<file path="src/rtl/pclk_slice_pkg.sv">
package pclk_slice_pkg;

  typedef enum logic {
    DIV_CASCADE    = 1'b0,
    DIV_HALF_TABLE = 1'b1
  } div_style_e;

  localparam int STAGE_MAX = 6;

  // Divider code to stage value; anything outside 1..STAGE_MAX decodes to 0.
  function automatic int stage_value(input int code);
    return (code >= 1 && code <= STAGE_MAX) ? code : 0;
  endfunction

  // Single-stage code: 0 means /2, 1 means /4, others decode to 0.
  function automatic int half_value(input int code);
    if (code == 0) return 2;
    if (code == 1) return 4;
    return 0;
  endfunction

endpackage

</file>
<file path="src/rtl/pclk_ratio_decode.sv">
module pclk_ratio_decode #(
  parameter int CODE_W = 3,
  parameter pclk_slice_pkg::div_style_e DIV_STYLE = pclk_slice_pkg::DIV_CASCADE,
  localparam int RATIO_W = 2 * CODE_W
) (
  input  logic [CODE_W-1:0]  code_a,
  input  logic [CODE_W-1:0]  code_b,
  output logic [CODE_W-1:0]  val_a,
  output logic [CODE_W-1:0]  val_b,
  output logic [RATIO_W-1:0] ratio,
  output logic               bad
);

  generate
    if (DIV_STYLE == pclk_slice_pkg::DIV_HALF_TABLE) begin : g_half
      logic unused_b;
      assign unused_b = ^code_b;
      assign val_a = CODE_W'(pclk_slice_pkg::half_value(int'(code_a)));
      assign val_b = CODE_W'(1);
    end else begin : g_casc
      assign val_a = CODE_W'(pclk_slice_pkg::stage_value(int'(code_a)));
      assign val_b = CODE_W'(pclk_slice_pkg::stage_value(int'(code_b)));
    end
  endgenerate

  assign ratio = RATIO_W'(val_a) * RATIO_W'(val_b);
  assign bad   = (ratio == '0);

endmodule

</file>
<file path="src/rtl/pclk_div_stage.sv">
module pclk_div_stage #(
  parameter int CODE_W = 3
) (
  input  logic              clk,
  input  logic              rst,
  input  logic              clear,
  input  logic              tick,
  input  logic [CODE_W-1:0] div_val,
  output logic              carry
);

  logic [CODE_W-1:0] cnt;
  logic              at_last;
  logic              live;

  assign live    = (div_val != '0);
  assign at_last = (cnt == div_val - CODE_W'(1));
  assign carry   = tick & live & at_last;

  always_ff @(posedge clk) begin
    if (rst || clear) begin
      cnt <= '0;
    end else if (tick && live) begin
      cnt <= at_last ? '0 : cnt + CODE_W'(1);
    end
  end

  AST_CNT_IN_RANGE: assert property (@(posedge clk) disable iff (rst)
    (!clear && live) |-> (cnt < div_val));

endmodule

</file>
<file path="src/rtl/periph_clk_slice.sv">
module periph_clk_slice #(
  parameter int NUM_SRC = 4,
  parameter int CODE_W  = 3,
  parameter pclk_slice_pkg::div_style_e DIV_STYLE = pclk_slice_pkg::DIV_CASCADE,
  localparam int SEL_W   = $clog2(NUM_SRC),
  localparam int RATIO_W = 2 * CODE_W,
  localparam int CFG_W   = SEL_W + 2 * CODE_W
) (
  input  logic               clk,
  input  logic               rst,
  input  logic [NUM_SRC-1:0] ref_en,
  input  logic [SEL_W-1:0]   src_sel,
  input  logic [CODE_W-1:0]  div_code_a,
  input  logic [CODE_W-1:0]  div_code_b,
  input  logic               gate_off,
  output logic               clk_en,
  output logic [RATIO_W-1:0] ratio,
  output logic               invalid_cfg
);

  // Source selection; an out-of-range index selects nothing.
  logic sel_tick;
  always_comb begin
    sel_tick = 1'b0;
    for (int i = 0; i < NUM_SRC; i++) begin
      if (src_sel == SEL_W'(i)) sel_tick = ref_en[i];
    end
  end

  // Configuration change detection restarts the dividers.
  logic [CFG_W-1:0] cfg_now;
  logic [CFG_W-1:0] cfg_q;
  logic             cfg_chg;

  assign cfg_now = {src_sel, div_code_a, div_code_b};
  assign cfg_chg = (cfg_now != cfg_q);

  always_ff @(posedge clk) begin
    cfg_q <= cfg_now;
  end

  // Code decode and ratio readback.
  logic [CODE_W-1:0] val_a;
  logic [CODE_W-1:0] val_b;
  logic              bad;

  pclk_ratio_decode #(
    .CODE_W    (CODE_W),
    .DIV_STYLE (DIV_STYLE)
  ) u_decode (
    .code_a (div_code_a),
    .code_b (div_code_b),
    .val_a  (val_a),
    .val_b  (val_b),
    .ratio  (ratio),
    .bad    (bad)
  );

  assign invalid_cfg = bad;

  logic clear;
  assign clear = cfg_chg | bad;

  // First stage always present.
  logic carry_a;
  logic final_tick;

  pclk_div_stage #(.CODE_W(CODE_W)) u_stage_a (
    .clk     (clk),
    .rst     (rst),
    .clear   (clear),
    .tick    (sel_tick),
    .div_val (val_a),
    .carry   (carry_a)
  );

  // Second stage only in the cascade variant.
  generate
    if (DIV_STYLE == pclk_slice_pkg::DIV_CASCADE) begin : g_stage_b
      pclk_div_stage #(.CODE_W(CODE_W)) u_stage_b (
        .clk     (clk),
        .rst     (rst),
        .clear   (clear),
        .tick    (carry_a),
        .div_val (val_b),
        .carry   (final_tick)
      );
    end else begin : g_single
      logic unused_vb;
      assign unused_vb  = ^val_b;
      assign final_tick = carry_a;
    end
  endgenerate

  // Registered, gated output pulse.
  logic en_q;
  always_ff @(posedge clk) begin
    if (rst) begin
      en_q <= 1'b0;
    end else begin
      en_q <= final_tick & ~gate_off & ~clear;
    end
  end

  assign clk_en = en_q;

  AST_RESET_HOLDS_LOW: assert property (@(posedge clk)
    rst |=> !clk_en);

  AST_GATE_BLOCKS: assert property (@(posedge clk) disable iff (rst)
    gate_off |=> !clk_en);

  AST_INVALID_BLOCKS: assert property (@(posedge clk) disable iff (rst)
    invalid_cfg |=> !clk_en);

  AST_CHANGE_DROPS: assert property (@(posedge clk) disable iff (rst)
    cfg_chg |=> !clk_en);

  AST_NEEDS_SOURCE: assert property (@(posedge clk) disable iff (rst)
    !sel_tick |=> !clk_en);

endmodule

</file>
<file path="config.mk">
export PLATFORM = sky130hd
export DESIGN_NAME = periph_clk_slice
export DESIGN_NICKNAME = d
export VERILOG_FILES = /design/src/rtl/pclk_slice_pkg.sv /design/src/rtl/pclk_ratio_decode.sv /design/src/rtl/pclk_div_stage.sv /design/src/rtl/periph_clk_slice.sv
export SDC_FILE = /design/constraint.sdc
export NUM_CORES = 1
export LEC_CHECK = 0
export BUFFER_PORTS_ARGS = -buffer_cell sky130_fd_sc_hd__buf_2
export CAP_MARGIN = 20
export CORE_MARGIN = 2
export CORE_UTILIZATION = 55
export CTS_CLUSTER_DIAMETER = 60
export DETAILED_ROUTE_END_ITERATION = 8
export GPL_ROUTABILITY_DRIVEN = 0
export PLACE_DENSITY = 0.85
export SLEW_MARGIN = 5
export SYNTH_ARGS = -nofsm -noshare
export SYNTH_HDL_FRONTEND = slang
export SYNTH_SLANG_ARGS = --single-unit
</file>
<file path="constraint.sdc">
create_clock -name clk -period 10.81 [get_ports clk]
set_clock_uncertainty 0.1 [all_clocks]
set_input_delay 2.162 -clock clk [delete_from_list [all_inputs] [get_ports clk]]
set_output_delay 2.162 -clock clk [all_outputs]
set_load 0.05 [all_outputs]
</file>
# Yosys cells after proc, flatten, opt, wreduce, memory -nomap -nowiden
# Index checks and enable logic that the tools add are counted.
# op_classes
n_reduce_logical	9
n_mux	8
n_addsub	4
div_mod_pow	0
shift	0
n_eq_ne	6
n_bitwise	9
order_cmp	4
multipliers	1
# op_table
op	n
3-bit two-way mux	4
8-bit != test	1
3-bit by 1-bit adder with 3-bit output, second input constant	2
1-bit bitwise AND	6
3-bit equality test	2
3-bit by 1-bit greater-or-equal comparator with 1-bit output, second input constant	2
3-bit less-or-equal comparator, second input constant	2
6-bit logical NOT	1
3-bit by 3-bit multiplier with 6-bit output	1
3-bit nonzero test	2
3-bit by 1-bit subtractor with 3-bit output, second input constant	2
2-bit equality test, second input constant	2
1-bit logical AND	4
1-bit two-way mux	4
2-bit by 1-bit equality test with 1-bit output, second input constant	1
2-bit logical NOT	1
1-bit inverter	2
1-bit logical OR	1
1-bit bitwise OR	1
# word_totals
n_memories	0
inputBits	15
wordCells	45
romBits	0
latchBits	0
reg_bits	15
ram_bits	0

# Logic depth before layout (Yosys ltp)
# Gate-level depths: netlist (run 1).
# logic_depth
depth_word	11
mapped_depth	16

# Cells and area by module
# Synthesis (run 1) repeated with hierarchy kept, for this count alone.
# unflattened
cells_unflattened	122
area_unflattened_um2	1047.3
# by_module_without_submodules
mod	area_per_inst_um2	seq_area_each_um2	n_inst	cells_per_inst
pclk_div_stage	235.2	60.1	2	26
periph_clk_slice	314.1	180.2	1	25
pclk_ratio_decode	262.8	0.0	1	45

# Least setup slack after synthesis (run 1)
# Ideal clock, no wire load.
# synth_timing
kind	input-to-output
start	input port div_code_b[0]
end	output port invalid_cfg
slack_ps	3250
path_stages	12
arrival_ps	5298
n_path_buf	1
cell_sequence	clkbuf_2 inv_1 ha_1 o21ai_0 nor2_1 fa_1 ha_1 inv_1 fa_1 xnor2_1 nor4_1 o211a_1
# synth_between
elab_chain_cells	5
# synth_rtl
item	line_no	text
from (decl)	periph_clk_slice.sv:14	input logic [CODE_W-1:0] div_code_b,
3-bit by 1-bit greater-or-equal comparator with 1-bit output or 3-bit less-or-equal comparator (tied branches)	pclk_slice_pkg.sv:12	return (code >= 1 && code <= STAGE_MAX) ? code : 0;
1-bit logical AND	pclk_slice_pkg.sv:12	
3-bit two-way mux (*)	pclk_slice_pkg.sv:12	
3-bit by 3-bit multiplier with 6-bit output (*)	pclk_ratio_decode.sv:26	assign ratio = RATIO_W'(val_a) * RATIO_W'(val_b);
net ratio[4]	periph_clk_slice.sv:17	output logic [RATIO_W-1:0] ratio,
6-bit logical NOT (*)	pclk_ratio_decode.sv:27	assign bad = (ratio == '0);
to (decl)	periph_clk_slice.sv:18	output logic invalid_cfg
# The timed path passes the listed nets; every way through them passes the cells marked *.

# Worst setup path after layout (run 1)
# layout_timing
start	input port div_code_a[0]
end	output port invalid_cfg
# layout_between
elab_chain_cells	5
# layout_rtl
item	line_no	text
from (decl)	periph_clk_slice.sv:13	input logic [CODE_W-1:0] div_code_a,
3-bit by 1-bit greater-or-equal comparator with 1-bit output or 3-bit less-or-equal comparator (tied branches)	pclk_slice_pkg.sv:12	
1-bit logical AND	pclk_slice_pkg.sv:12	
3-bit two-way mux (*)	pclk_slice_pkg.sv:12	
3-bit by 3-bit multiplier with 6-bit output (*)	pclk_ratio_decode.sv:26	
6-bit logical NOT (*)	pclk_ratio_decode.sv:27	
# Mark *: on every way between the ends. The rest lies on a longest branch, timed or not.

==> impl_metrics.env, run 1 <==
export IMPL_fin_setup_tns_ns=0
export IMPL_antenna_violating_nets_post_route=0
export IMPL_postSynth_asyncResetShare_pct=0
export IMPL_wirelength_mm=2.026
export IMPL_hold_path_endpoint="u_stage_a.cnt[1]"
export IMPL_initial_utilization_pct=59.36
export IMPL_netSwitchingPower_mw=0.04257
export IMPL_grt_usage_pct=20.63
export IMPL_netlist_top_cells_count="15 x sky130_fd_sc_hd__dfxtp_1, 12 x sky130_fd_sc_hd__inv_1, 11 x sky130_fd_sc_hd__nor2_1, 10 x sky130_fd_sc_hd__ha_1"
export IMPL_clock_tree_root_cell="sky130_fd_sc_hd__clkbuf_4"
export IMPL_yosys_cell_types_count=38
export IMPL_antenna_found_initial=0
export IMPL_path_common_cell="sky130_fd_sc_hd__inv_1"
export IMPL_max_cap_violations=0
export IMPL_insertion_delay_ns=0.28
export IMPL_max_freq_mhz=136.0
export IMPL_postCtsResizedCells=0
export IMPL_die_height_um=47.64
export IMPL_worstSetupPathDepth=13
export IMPL_crit_type="in -> out"
export IMPL_io_buffer_count=22
export IMPL_worstSetupStartpointType="primary input"
export IMPL_pwr_share_seq_pct=45.7
export IMPL_maxSlewViolCount=0
export IMPL_synth_warnings=0
export IMPL_syn_area_um2=1047
export IMPL_worstPathRequired_ns=8.55
export IMPL_synth_seq_cells=15
export IMPL_fp_dieW_um=47.64
export IMPL_grt_pass1_wl_mm=3.263
export IMPL_postCtsHoldBufs=0
export IMPL_max_slew_margin_rel_pct=64.74
export IMPL_finalSetupViolations=0
export IMPL_ir_drop_uv=73.72
export IMPL_cts_sink_count=15
export IMPL_hold_violations=0
export IMPL_cts_buffers_inserted=3
export IMPL_share_of_cells_above_drive_strength_1_pct=24.29
export IMPL_swShare_pct=33.85
export IMPL_dr_first_iter_drc_count=9
export IMPL_post_route_drc_count=0
export IMPL_share_clk_of_total_power_pct=25.4
export IMPL_first_global_vias=836
export IMPL_first_pass_iters=4
export IMPL_final_min_period_over_clock_period_pct=68.04
export IMPL_final_cells=165
export IMPL_antennaDiodeCount=0
export IMPL_ios=23
export IMPL_critical_path_endpoint_type="primary output"
export IMPL_clk_slew_on_worst_s_h_paths_ns=0.09
export IMPL_power_static_leakage_nw=0.5867
export IMPL_run_status="finished clean"
export IMPL_number_of_buffers_and_inverters_on_the_critical_path=5
export IMPL_critical_path_slowest_cell="sky130_fd_sc_hd__fa_1"
export IMPL_cp_arrival_ns=5.09
export IMPL_postSynthNetCount=143
export IMPL_ys_top_cells_by_area="sky130_fd_sc_hd__dfxtp_1 29%, sky130_fd_sc_hd__ha_1 12%, sky130_fd_sc_hd__xnor2_1 5.9%"
export IMPL_place_hpwl_mm=1.671
export IMPL_place_inst=161
export IMPL_cts_setup_buffers=0
export IMPL_synth_yosys_seq_area_share_pct=28.67
export IMPL_num_vias=880
export IMPL_grt_remaining_overflow=0
export IMPL_n_fill_cell=173
export IMPL_synth_edf_count=0
export IMPL_reg2reg_setup_slack_ns=8.97
export IMPL_fp_coreArea_um2=1764
export IMPL_synthToLayoutAreaGrowth_pct=14.58
export IMPL_synth_area_leader_cell="sky130_fd_sc_hd__dfxtp_1"
export IMPL_hold_path_startpoint="u_stage_a.cnt[1]"
export IMPL_grt_setup_unrepaired="no"
export IMPL_worst_r2r_cell_count=5
export IMPL_cts_htree_levels=1
export IMPL_syn_instance_count=116
export IMPL_finish_net_count=168
export IMPL_placementRows=15
export IMPL_vias_per_cell=5.333
export IMPL_timing_worst_slew_pin_value_ns=0.5215
export IMPL_internal_power_mw=0.08318
export IMPL_synthesis_area_per_instance_um2=9.028
export IMPL_synth_most_common_cell="sky130_fd_sc_hd__dfxtp_1"
export IMPL_synth_largest_type_area_fraction_pct=28.67
export IMPL_critical_path_peak_fanout=7
export IMPL_r2r_end="clk_en"
export IMPL_power_density_nw_per_um2=104.8
export IMPL_cts_buffer_depth=2
export IMPL_pwr_share_comb_pct=28.9
export IMPL_min_delay_path_depth=2
export IMPL_dieArea_um2=2269
export IMPL_worst_hold_path_type="reg -> reg"
export IMPL_cts_tree="done"
export IMPL_synthFlopType="sky130_fd_sc_hd__dfxtp_1"
export IMPL_grt_start_max_net_pins=10
export IMPL_time_the_worst_path_needs_with_i_o_delays_and_setup_ns=7.355
export IMPL_cp_slowest_stage_delay_ns=0.50
export IMPL_wl_per_cell_um=12.28
export IMPL_worst_path_dominant_cell_family="adder cells"
export IMPL_critical_path_cell_chain="buf_2, inv_1, ha_1, o21ai_0, nor2_1, fa_1, ha_1, inv_1, fa_1, inv_1, nor4_1, o211a_1, buf_2"
export IMPL_r2r_start="cfg_q[3]"
metrics by stage:
| stage | cell area [µm²] | total power [mW] | setup WS [ns] | util [%] | hold WS [ns] |
|---|---|---|---|---|---|
| 2_1_floorplan | 1047 | 0.08548 | 3.250 | - | 0.3574 |
| 3_5_place_dp | 1172 | 0.09506 | 3.445 | 66.45 | 0.3974 |
| 6_report | 1200 | 0.1258 | 3.455 | 68.01 | 0.4017 |
| 4_1_cts | 1200 | 0.1268 | 3.448 | 68.01 | 0.4093 |
| 3_3_place_gp | 1172 | 0.09390 | 3.553 | 66.45 | 0.3765 |
| 5_1_grt | 1200 | 0.1319 | 3.251 | 68.01 | 0.4271 |
cells in the final DEF, fill, tap and decap left out, types with 2 or more instances in the layout:
master	instances
sky130_fd_sc_hd__buf_2	22
sky130_fd_sc_hd__dfxtp_1	15
sky130_fd_sc_hd__inv_1	12
sky130_fd_sc_hd__nor2_1	11
sky130_fd_sc_hd__ha_1	10
sky130_fd_sc_hd__xnor2_1	7
sky130_fd_sc_hd__xor2_1	7
sky130_fd_sc_hd__o21ai_0	6
sky130_fd_sc_hd__nand2_1	6
sky130_fd_sc_hd__a21oi_1	6
sky130_fd_sc_hd__mux2i_1	3
sky130_fd_sc_hd__clkbuf_4	3
sky130_fd_sc_hd__nand3b_2	2
sky130_fd_sc_hd__nor4_1	2
sky130_fd_sc_hd__o211ai_1	2
sky130_fd_sc_hd__nand3b_1	2
sky130_fd_sc_hd__fa_1	2
routing by layer:
metal | part of all wire, % | GRT usage, % | wire, µm
met1 | 46 | 22.58 | 925
met3 | 3.6 | 4.528 | 72
met5 | 0 | 0 | 0
met2 | 50 | 39.19 | 1012
met4 | 0.74 | 6.486 | 15
layout make-up:
type | count | area, µm² | share of cell area, %
multi-input cells | 87 | 685.7 | 57.14
flip-flops and latches | 15 | 300.3 | 25.03
repair buffers | 22 | 110.1 | 9.176
inverters | 12 | 45.04 | 3.754
well taps | 25 | 31.28 | 2.607
clock buffers | 3 | 22.52 | 1.877
clock inverters | 1 | 5.005 | 0.4171
power by group through the flow:
stage | Combinational (mW) | Clock (mW) | Sequential (mW)
floorplan | 0.0268 | 0 | 0.0587
global placement | 0.0352 | 0 | 0.0587
detailed placement | 0.0362 | 0 | 0.0588
CTS | 0.0366 | 0.0327 | 0.0575
global route | 0.0402 | 0.0340 | 0.0577
finish | 0.0364 | 0.0319 | 0.0575
flip-flops by register name, indices dropped and copies added (netlist names):
| signal | count |
|---|---|
| cfg_q | 8 |
| g_stage_b.u_stage_b.cnt | 3 |
| clk_en | 1 |
| u_stage_a.cnt | 3 |
cell families (layout without fill, tap and decap cells):
| logic type | after synthesis | count (layout) | synth area share (%) |
|---|---|---|---|
| and+or+nand+nor | 36 | 36 | 21.63 |
| AOI/OAI and AO/OA | 21 | 21 | 12.43 |
| DFF | 15 | 15 | 28.67 |
| xor gates and xnor gates | 14 | 14 | 11.71 |
| buffers and inverters | 14 | 38 | 5.853 |
| adders and majority gates | 12 | 12 | 15.77 |
| muxes | 4 | 4 | 3.943 |
worst max-delay path by stage:
stage                   from           to
4_1_cts        div_code_a[0]  invalid_cfg
3_3_place_gp   div_code_b[0]  invalid_cfg
2_1_floorplan  div_code_b[0]  invalid_cfg
5_1_grt        div_code_a[0]  invalid_cfg
6_report       div_code_a[0]  invalid_cfg
3_5_place_dp   div_code_a[0]  invalid_cfg
tightest hold or removal path, delay by kind of cell (launching register included):
family	cells	cell delay (ns)
compound gates	1	0.05
simple gates	1	0.06
flops	1	0.34
(Power assumes the default switching activity.)
==> run 2: changes to the inputs <==
CORE_UTILIZATION = 48   (was 55)
PLACE_DENSITY = 0.79   (was 0.85)
clock period = 6.5 ns   (was 10.81 ns; I/O delays follow)
==> impl_metrics.env, run 2 (synthesis results as in run 1) <==
export IMPL_wl_per_cell_um=11.65
export IMPL_worst_hold_path_type="reg -> reg"
export IMPL_hold_violations=0
export IMPL_place_hpwl_mm=1.662
export IMPL_share_of_cells_above_drive_strength_1_pct=24.29
export IMPL_timing_worst_slew_pin_value_ns=0.5716
export IMPL_vias_per_cell=5.090
export IMPL_insertion_delay_ns=0.29
export IMPL_layout_common_cells="22 x sky130_fd_sc_hd__buf_2, 15 x sky130_fd_sc_hd__dfxtp_1, 12 x sky130_fd_sc_hd__inv_1, 11 x sky130_fd_sc_hd__nor2_1, 10 x sky130_fd_sc_hd__ha_1"
export IMPL_clock_tree_root_cell="sky130_fd_sc_hd__clkbuf_4"
export IMPL_postCtsResizedCells=0
export IMPL_cp_arrival_ns=4.23
export IMPL_reg2reg_setup_slack_ns=4.66
export IMPL_fin_setup_tns_ns=0
export IMPL_grt_usage_pct=18.43
export IMPL_io_buffer_count=22
export IMPL_antenna_found_initial=0
export IMPL_grt_start_max_net_pins=10
export IMPL_grt_pass1_wl_mm=3.567
export IMPL_fp_dieW_um=50.71
export IMPL_path_common_cell="sky130_fd_sc_hd__inv_1"
export IMPL_worstPathRequired_ns=5.10
export IMPL_finish_net_count=168
export IMPL_grt_setup_unrepaired="no"
export IMPL_run_status="finished clean"
export IMPL_critical_path_cell_chain="buf_2, inv_1, ha_1, nand3b_2, nand2_1, nor2_1, fa_1, ha_1, inv_1, fa_1, inv_1, nor4_1, o211a_1, buf_2"
export IMPL_clk_slew_on_worst_s_h_paths_ns=0.08
export IMPL_postCtsHoldBufs=0
export IMPL_final_hold_worst_slack_ns=0.3977
export IMPL_ir_drop_uv=112.1
export IMPL_first_pass_iters=3
export IMPL_max_cap_violations=0
export IMPL_synthToLayoutAreaGrowth_pct=14.81
export IMPL_final_min_period_over_clock_period_pct=86.66
export IMPL_ios=23
export IMPL_dr_first_iter_drc_count=7
export IMPL_post_route_drc_count=0
export IMPL_first_global_vias=848
export IMPL_initial_utilization_pct=52.31
export IMPL_placementRows=16
export IMPL_crit_type="in -> out"
export IMPL_critical_path_slowest_cell="sky130_fd_sc_hd__fa_1"
export IMPL_num_vias=850
export IMPL_cts_buffers_inserted=3
export IMPL_power_density_nw_per_um2=174.0
export IMPL_multi_input_comb_area_um2=685.7
export IMPL_cts_setup_buffers=0
export IMPL_critical_path_endpoint_type="primary output"
export IMPL_cts_tree="done"
export IMPL_place_inst=163
export IMPL_cts_buffer_depth=2
export IMPL_dieArea_um2=2572
export IMPL_time_the_worst_path_needs_with_i_o_delays_and_setup_ns=5.633
export IMPL_cts_htree_levels=1
export IMPL_largest_registers="cfg_q (8), g_stage_b.u_stage_b.cnt (3), u_stage_a.cnt (3)"
export IMPL_cp_slowest_stage_delay_ns=0.55
export IMPL_fp_coreArea_um2=2002
export IMPL_final_seq_area_um2=300.3
export IMPL_critical_path_peak_fanout=7
export IMPL_power_static_leakage_nw=0.5867
export IMPL_worstSetupStartpointType="primary input"
export IMPL_final_cells=167
export IMPL_worst_path_dominant_cell_family="adder cells"
export IMPL_antenna_violating_nets_post_route=0
export IMPL_n_fill_cell=193
export IMPL_max_slew_margin_rel_pct=61.36
export IMPL_top_register="cfg_q"
export IMPL_number_of_buffers_and_inverters_on_the_critical_path=5
export IMPL_wirelength_mm=1.945
export IMPL_largest_register_ffs=8
export IMPL_die_height_um=50.71
export IMPL_maxSlewViolCount=0
export IMPL_layout_commonest_cell="sky130_fd_sc_hd__buf_2"
export IMPL_grt_remaining_overflow=0
export IMPL_cts_sink_count=15
export IMPL_finalSetupViolations=0
export IMPL_antennaDiodeCount=0
export IMPL_max_freq_mhz=177.5
run 2: cell counts in the layout (fill, tap and decap cells not counted):
No cell type changed its count.
run 2: area by class of cell:
type                            instances  share of cell area [%]
Multi-Input combinational cell         87                   57.02
Inverter                               12                   3.746
Timing Repair Buffer                   22                   9.157
Tap cell                               27                   2.810
Sequential cell                        15                   24.97
Clock inverter                          1                  0.4162
Clock buffer                            3                   1.873
run 2: layer usage:
metal / up-vias / global-route usage (%) / wire (µm)
met3: 5 / 3.571 / 70
met4: 0 / 8.108 / 46
met5: - / 0 / 0
met1: 379 / 22.57 / 870
li1: 451 / - / -
met2: 15 / 31.14 / 958
run 2: tightest hold or removal path, stage by stage (launching register included):
cell and delay (ns):
sky130_fd_sc_hd__dfxtp_1 0.34, sky130_fd_sc_hd__nand2_1 0.06, sky130_fd_sc_hd__a21oi_1 0.05
run 2: worst paths after layout:
path | from | endpoint | depth (start not counted)
max | div_code_a[0] | invalid_cfg | 14
min | u_stage_a.cnt[1] | u_stage_a.cnt[1] | 2
max reg2reg | cfg_q[3] | clk_en | 5
min reg2reg | u_stage_a.cnt[1] | u_stage_a.cnt[1] | 2
run 2: power by group:
part,leakage (nW),internal (mW),total (mW),switching [mW]
logic,0.445,0.0210,0.0602,0.0392
registers,0.124,0.0945,0.0956,0.00107
clock network,0.0177,0.0229,0.0534,0.0305
total,0.587,0.138,0.209,0.0708
run 2: per-stage QoR:
step	util (%)	worst slack (ns)	cell area, µm²	power [mW]
finish	60.06	0.8669	1202	0.2092
global route	60.06	0.6233	1202	0.2220
CTS	60.06	0.8152	1202	0.2125
detailed placement	58.69	0.8097	1175	0.1582
global placement	58.69	0.9650	1175	0.1563
floorplan	-	0.6639	1047	0.1422
